[src/rtl/spi_master_pkg.sv]
package spi_master_pkg;
    typedef enum logic [1:0] {
        ST_IDLE  = 2'd0,
        ST_LEAD  = 2'd1,
        ST_TRAIL = 2'd2,
        ST_DONE  = 2'd3
    } spi_state_e;

    typedef struct packed {
        logic       wide;
        logic       lsb;
        logic       cpol;
        logic [2:0] psc;
    } spi_cfg_t;
endpackage

[src/rtl/spi_master_clkdiv.sv]
module spi_master_clkdiv #(
    parameter int PSC_W = 3
) (
    input  logic             clk,
    input  logic             rst_n,
    input  logic             run,
    input  logic [PSC_W-1:0] psc,
    output logic             tick
);
    localparam int CNT_W = (1 << PSC_W) - 1;

    logic [CNT_W-1:0] cnt;
    logic [CNT_W-1:0] limit;

    assign limit = CNT_W'((1 << psc) - 1);
    assign tick  = run && (cnt == limit);

    always_ff @(posedge clk or negedge rst_n) begin
        if (!rst_n)            cnt <= '0;
        else if (!run || tick) cnt <= '0;
        else                   cnt <= cnt + 1'b1;
    end

    // after a tick, no tick again until the half period has elapsed
    a_r1_tick_spacing: assert property (@(posedge clk) disable iff (!rst_n)
        (run && tick && limit != '0) |=> !tick);
endmodule

[src/rtl/spi_master_crc.sv]
module spi_master_crc #(
    parameter int W = 16
) (
    input  logic         clk,
    input  logic         rst_n,
    input  logic         clear,
    input  logic         step,
    input  logic         bit_in,
    input  logic         wide,
    input  logic [W-1:0] poly,
    output logic [W-1:0] crc
);
    localparam int HW = W / 2;

    logic         fb;
    logic [W-1:0] nxt;

    always_comb begin
        fb  = bit_in ^ (wide ? crc[W-1] : crc[HW-1]);
        nxt = (crc << 1) ^ (fb ? poly : '0);
        if (!wide) nxt[W-1:HW] = '0;
    end

    always_ff @(posedge clk or negedge rst_n) begin
        if (!rst_n)     crc <= '0;
        else if (clear) crc <= '0;
        else if (step)  crc <= nxt;
    end

    // clearing leaves a zero checksum on the next cycle
    a_r9_clear_zero: assert property (@(posedge clk) disable iff (!rst_n)
        clear |=> (crc == '0));
endmodule

[src/rtl/spi_master_ctl.sv]
module spi_master_ctl
    import spi_master_pkg::*;
#(
    parameter int DATA_W = 16,
    parameter int PSC_W  = 3
) (
    input  logic              clk,
    input  logic              rst_n,
    input  logic              en,
    input  logic              cfg_wide,
    input  logic              cfg_lsb_first,
    input  logic              cfg_cpol,
    input  logic [PSC_W-1:0]  cfg_psc,
    input  logic              rx_only,
    input  logic              sw_cs_en,
    input  logic              sw_cs_lvl,
    input  logic [DATA_W-1:0] crc_poly,
    input  logic              crc_next,
    input  logic              tx_valid,
    input  logic [DATA_W-1:0] tx_data,
    output logic              tx_ready,
    output logic              rx_valid,
    input  logic              rx_ready,
    output logic [DATA_W-1:0] rx_data,
    output logic              tx_empty,
    output logic              rx_full,
    output logic              busy,
    output logic              sck,
    output logic              mosi,
    input  logic              miso,
    output logic              cs_n
);
    localparam int HW    = DATA_W / 2;
    localparam int BIT_W = $clog2(DATA_W + 1);

    spi_cfg_t          cfg_q;
    spi_state_e        state_q, state_d;
    logic              tick, lead_tick, trail_tick, last_bit, start, load_crc;
    logic              in_run, out_bit;
    logic              tx_full, rx_full_q, crc_pend, ro_last, ro_halt, frame_crc, sck_act;
    logic [DATA_W-1:0] tx_buf, tx_sh, rx_sh, rx_q, crc_val;
    logic [BIT_W-1:0]  bitcnt;

    spi_master_clkdiv #(.PSC_W(PSC_W)) u_div (
        .clk(clk), .rst_n(rst_n), .run(in_run), .psc(cfg_q.psc), .tick(tick)
    );

    spi_master_crc #(.W(DATA_W)) u_crc (
        .clk(clk), .rst_n(rst_n), .clear(!en), .step(lead_tick && !frame_crc),
        .bit_in(rx_only ? miso : out_bit), .wide(cfg_q.wide),
        .poly(crc_poly), .crc(crc_val)
    );

    assign in_run     = (state_q == ST_LEAD) || (state_q == ST_TRAIL);
    assign lead_tick  = tick && (state_q == ST_LEAD);
    assign trail_tick = tick && (state_q == ST_TRAIL);
    assign last_bit   = bitcnt == (cfg_q.wide ? BIT_W'(DATA_W - 1) : BIT_W'(HW - 1));
    assign load_crc   = rx_only ? ro_last : !tx_full;
    assign start      = en && (state_q == ST_IDLE) && !rx_full_q &&
                        (rx_only ? !ro_halt : (tx_full || crc_pend));
    assign out_bit    = cfg_q.lsb ? tx_sh[0] : (cfg_q.wide ? tx_sh[DATA_W-1] : tx_sh[HW-1]);

    // configuration capture
    always_ff @(posedge clk or negedge rst_n) begin
        if (!rst_n)   cfg_q <= '0;
        else if (!en) cfg_q <= '{wide: cfg_wide, lsb: cfg_lsb_first, cpol: cfg_cpol, psc: cfg_psc};
    end

    // next state
    always_comb begin
        state_d = state_q;
        unique case (state_q)
            ST_IDLE:  if (start) state_d = ST_LEAD;
            ST_LEAD:  if (tick) state_d = ST_TRAIL;
            ST_TRAIL: if (tick) state_d = last_bit ? ST_DONE : ST_LEAD;
            ST_DONE:  state_d = ST_IDLE;
        endcase
    end

    // state register
    always_ff @(posedge clk or negedge rst_n) begin
        if (!rst_n)   state_q <= ST_IDLE;
        else if (!en) state_q <= ST_IDLE;
        else          state_q <= state_d;
    end

    // datapath and flags
    always_ff @(posedge clk or negedge rst_n) begin
        if (!rst_n) begin
            tx_full <= 1'b0; tx_buf <= '0; tx_sh <= '0; rx_sh <= '0; rx_q <= '0;
            rx_full_q <= 1'b0; crc_pend <= 1'b0; ro_last <= 1'b0; ro_halt <= 1'b0;
            frame_crc <= 1'b0; sck_act <= 1'b0; bitcnt <= '0;
        end else begin
            if (tx_valid && !tx_full) begin
                tx_full <= 1'b1;
                tx_buf  <= tx_data;
            end
            if (rx_ready && rx_full_q) rx_full_q <= 1'b0;
            if (start) begin
                bitcnt    <= '0;
                rx_sh     <= '0;
                frame_crc <= load_crc;
                tx_sh     <= load_crc ? crc_val : (rx_only ? '0 : tx_buf);
                if (rx_only) begin
                    if (ro_last) begin
                        ro_last <= 1'b0;
                        ro_halt <= 1'b1;
                    end else if (crc_pend) begin
                        ro_last  <= 1'b1;
                        crc_pend <= 1'b0;
                    end
                end else if (load_crc) begin
                    crc_pend <= 1'b0;
                end else begin
                    tx_full <= 1'b0;
                end
            end
            if (lead_tick) begin
                sck_act <= 1'b1;
                rx_sh   <= cfg_q.lsb ? {miso, rx_sh[DATA_W-1:1]} : {rx_sh[DATA_W-2:0], miso};
            end
            if (trail_tick) begin
                sck_act <= 1'b0;
                if (!last_bit) begin
                    bitcnt <= bitcnt + 1'b1;
                    tx_sh  <= cfg_q.lsb ? (tx_sh >> 1) : (tx_sh << 1);
                end
            end
            if (state_q == ST_DONE) begin
                rx_full_q <= 1'b1;
                if (cfg_q.wide)     rx_q <= rx_sh;
                else if (cfg_q.lsb) rx_q <= {{HW{1'b0}}, rx_sh[DATA_W-1:HW]};
                else                rx_q <= {{HW{1'b0}}, rx_sh[HW-1:0]};
            end
            if (crc_next && en) crc_pend <= 1'b1;
            if (!en) begin
                crc_pend <= 1'b0;
                ro_last  <= 1'b0;
                ro_halt  <= 1'b0;
                sck_act  <= 1'b0;
            end
        end
    end

    assign tx_ready = !tx_full;
    assign tx_empty = !tx_full;
    assign rx_valid = rx_full_q;
    assign rx_full  = rx_full_q;
    assign rx_data  = rx_q;
    assign busy     = in_run;
    assign sck      = cfg_q.cpol ^ sck_act;
    assign mosi     = in_run ? out_bit : 1'b0;
    assign cs_n     = sw_cs_en ? sw_cs_lvl : !in_run;

    // disabling ends all bit-cell activity on the next cycle
    a_r8_disabled_quiet: assert property (@(posedge clk) disable iff (!rst_n)
        !en |=> !busy);
    // receive-only data frames drive mosi low
    a_r5_ro_mosi_low: assert property (@(posedge clk) disable iff (!rst_n)
        (rx_only && busy && !frame_crc) |-> !mosi);
    // hardware chip select is low during bit cells
    a_r6_hw_cs_low: assert property (@(posedge clk) disable iff (!rst_n)
        (!sw_cs_en && busy) |-> !cs_n);
    // an untaken received word stays put
    a_r7_rx_hold: assert property (@(posedge clk) disable iff (!rst_n)
        (rx_valid && !rx_ready && en) |=> (rx_valid && $stable(rx_data)));
    // captured configuration does not move while enabled
    a_r11_cfg_frozen: assert property (@(posedge clk) disable iff (!rst_n)
        (en && $past(en)) |-> $stable(cfg_q));
    // mosi holds through the active half of a bit cell
    a_r12_mosi_stable: assert property (@(posedge clk) disable iff (!rst_n)
        (state_q == ST_TRAIL && !tick && en) |=> $stable(mosi));
endmodule

[config.mk]
export PLATFORM = sky130hd
export DESIGN_NAME = spi_master_ctl
export DESIGN_NICKNAME = d
export VERILOG_FILES = /design/src/rtl/spi_master_pkg.sv /design/src/rtl/spi_master_clkdiv.sv /design/src/rtl/spi_master_crc.sv /design/src/rtl/spi_master_ctl.sv
export SDC_FILE = /design/constraint.sdc
export NUM_CORES = 1
export LEC_CHECK = 0
export ABC_CLOCK_PERIOD_IN_PS = 9480
export BUFFER_PORTS_ARGS = -buffer_cell sky130_fd_sc_hd__buf_4
export CELL_PAD_IN_SITES_DETAIL_PLACEMENT = 1
export CELL_PAD_IN_SITES_GLOBAL_PLACEMENT = 2
export CORE_AREA = 3 3 135 137
export DETAILED_ROUTE_END_ITERATION = 12
export DIE_AREA = 0 0 138 140
export GPL_TIMING_DRIVEN = 0
export HOLD_SLACK_MARGIN = 0.1
export PLACE_DENSITY = 0.81
export RECOVER_POWER = 100
export SLEW_MARGIN = 10
export SYNTH_ARGS = -nofsm -noshare
export SYNTH_HDL_FRONTEND = slang
export SYNTH_HIERARCHICAL = 1
export SYNTH_SLANG_ARGS = --single-unit
[constraint.sdc]
create_clock -name clk -period 9.48 [get_ports clk]
set_input_delay 1.896 -clock clk [delete_from_list [all_inputs] [get_ports clk]]
set_output_delay 1.896 -clock clk [all_outputs]
set_load 0.005 [all_outputs]
==> metrics <==
Crit Path Category=flip-flop to flip-flop; Slew HR=-8.70%; Die X=138 µm; failing checks=capacitance limit, slew limit; kind of end point of the critical path=flip-flop; data required time at the worst endpoint=9770 ps; Final Setup Violations=0; CTS tree=done; share of async-settable or async-resettable flops after synthesis=100%; GRT Util Overall=about 16%; Die Y=140 µm; shortest period the worst path allows=5090 ps; CTS max path bufs=2; Yosys warning count=6; die footprint=19,300 µm²; total CTS buffers=9; Synth-to-Final Area Change=17.2%; first-pass GRT wire length=approximately 26,000 µm; register area share after synthesis=45.2%; detailed-route via count=4,530; Tcrit/Tclk final=a little over half; CTS Hold Bufs=0; clk_lat worst skew=360 ps; drt wl/cell=17.6 µm; Worst-path clk slew=roughly 80 ps; fraction of layout cells with a size suffix above 1=approximately 21%; # nets final=691; Hold Violations, Final=0; IO Count=between 70 and 80; Synth cell types=56; cell count after synthesis=555; maximum clock frequency=0.197 GHz; First-pass DRT Iterations=4; initial drt markers=189; Final HPWL DP=11,200 µm; gpl congestion=0.809; fin util=40.5%; initial antenna violation count=0; Clock power frac=25.6%; Post-CTS Setup Bufs=0; non-filler cells, final=867; Core Box Area=17,200 µm²; syn_nets=609; Comb pwr share=31.9%; clock skew=8.71 ps; Mapped Area=5930 µm²; status=finished, violations left; switching share of total power=34.7%; Buffers on Ports=71; RSZ-0062 raised after global routing=false; H-tree depth=3; # rows=48; drt total wl=15,300 µm; DRC violations left=0; clock sinks=107; worst slew pin tran=1610 ps; LEAKAGE=3.29 nW; Flop pwr share=42.6%; Int Power=0.981 mW; Seq cells post-synth=roughly 110; pwr/cell area=roughly 220 nW/µm²; initial core utilization=34.5%; Worst IR Drop VDD=0.101 mV; sw power=0.522 mW; fin. max-slew vios=8; Post-synth EDFFs=0; # diodes=0; Hold Path Class=flip-flop to flip-flop; largest net degree at the start of global routing=approximately 110; clock root buffer master=clkbuf_16; vias in the first global route=approximately 5,000; crit start category=flip-flop; Critical Path AT=5380 ps; Design Power=1.50 mW; antenna-violating nets left=0; ys flop type=dfrtp_1; maxcap violations=1; maximum fanout along the worst path=10; post-CTS resize count=0; mean area per synthesized cell=approximately 11 µm²; GRT overflow=0; Vias per Instance=~5.2; placed cell count=851; setup TNS=0 ps
[flip-flops by register name, summed over array words and instances, names as in the netlist, 5 cells and up]
register,flops
tx_buf,16
u_div/cnt,7
rx_data,16
tx_sh,16
rx_sh,16
u_crc/crc,16
cfg_q,6
bitcnt,5
[final timing paths]
kind                                  to  cells after the start       from  slack (ps)
setup / recovery           u_crc/crc[14]                     14   cfg_q[2]        4390
hold reg to reg                frame_crc                      2  frame_crc         500
max in group asynchronous      bitcnt[4]                      1      rst_n        7070
min in group asynchronous   u_div/cnt[3]                      1      rst_n        1590
setup reg to reg           u_crc/crc[14]                     14   cfg_q[2]        4390
hold / removal                 frame_crc                      2  frame_crc         500
[worst max-delay path: stages (launching register included)]
cell and delay (ps):
dfrtp_1 380, clkbuf_1 210, or4_1 530, o211ai_1 120, nor4b_1 1030, and3_1 400, nand2_1 200, clkbuf_1 270
nor2_1 530, and3b_1 240, clkbuf_1 270, clkbuf_1 430, nand2_1 90, mux2_2 270, nand2_1 60
[layout by cell type, fill, tap and decap left out, drive strengths merged, types with 6 or more instances in the layout]
cell       n
inv       33
a21oi     25
nand2b    13
mux2      31
buf       59
nand2     28
nor2      23
a211oi     6
xor2       6
clkbuf    60
ha         6
and4       7
a32oi      8
mux2i     88
nand3     32
nor4       7
nand3b     8
dfrtp    107
o21ai     36
o2bb2ai   18
[power groups by stage]
stage	clock (mW)	combinational (mW)	sequential (mW)
after global routing	0.419	0.541	0.655
after global placement	0	0.480	0.646
final	0.384	0.479	0.640
after CTS	0.396	0.503	0.643
after floorplan	0	0.342	0.622
after detailed placement	0	0.501	0.652
[per-layer routing]
layer,GRT usage [%],routed length (µm),up-vias,part of all wire (%)
li1,-,-,2156,-
met1,20.4,7000,2284,46
met2,28.6,7600,74,50
met4,3.95,195,0,1.3
met5,0,0,-,0
met3,4.06,461,16,3.0
[metrics by stage]
| step | area, µm² | hold WS (ps) | worst slack (ps) |
|---|---|---|---|
| 3_3_place_gp | 6740 | 466 | 5310 |
| 4_1_cts | 7050 | 507 | 5290 |
| 5_1_grt | 6950 | 517 | 3760 |
| 3_5_place_dp | 6750 | 489 | 5290 |
| 2_1_floorplan | 5930 | 451 | 5520 |
| 6_report | 6950 | 499 | 4390 |
[synthesized netlist by cell type, types with 2 or more instances]
cell | instances | area (µm²)
a21oi_1 | 25 | 125
buf_6 | 5 | 56.3
a32oi_1 | 8 | 70.1
mux2_2 | 30 | 338
and4_4 | 4 | 45.0
ha_1 | 6 | 75.1
o21a_1 | 2 | 15.0
inv_1 | 29 | 109
nor2_1 | 23 | 86.3
and4_1 | 3 | 26.3
buf_4 | 7 | 52.6
mux2i_1 | 88 | 881
o21ai_0 | 35 | 175
o2bb2ai_1 | 18 | 158
a21boi_0 | 2 | 15.0
and3_1 | 2 | 12.5
xor2_1 | 6 | 52.6
dfrtp_1 | 107 | 2680
nand3b_1 | 8 | 60.1
nor2b_1 | 3 | 18.8
nand2b_1 | 13 | 81.3
a211oi_1 | 6 | 45.0
nor4_1 | 3 | 18.8
buf_2 | 13 | 65.1
clkbuf_1 | 13 | 48.8
nand3_1 | 32 | 160
nand2_1 | 28 | 105
xnor2_1 | 4 | 35.0
a21o_1 | 2 | 15.0
nor4_2 | 4 | 50.1
[cell families after synthesis]
| logic type | share of synthesized area, % |
|---|---|
| multiplexers | 20.8 |
| buffers and inverters | 5.66 |
| AO/OA/AOI/OAI | 12.1 |
| flip-flops | 45.2 |
| AND/OR/NAND/NOR | 13.2 |
| XOR/XNOR | 1.75 |
| adder cells (fa/ha/maj) | 1.27 |
[area by class of cell]
type	instances	area [µm²]
clock buffer	9	225
multi-input combinational	380	2870
sequential	107	2680
buffer	39	184
clock inverter	7	80.1
tap	225	282
fill	1950	10200
timing repair buffer	71	526
inverter	29	109
Power figures use the tool's default switching activity.
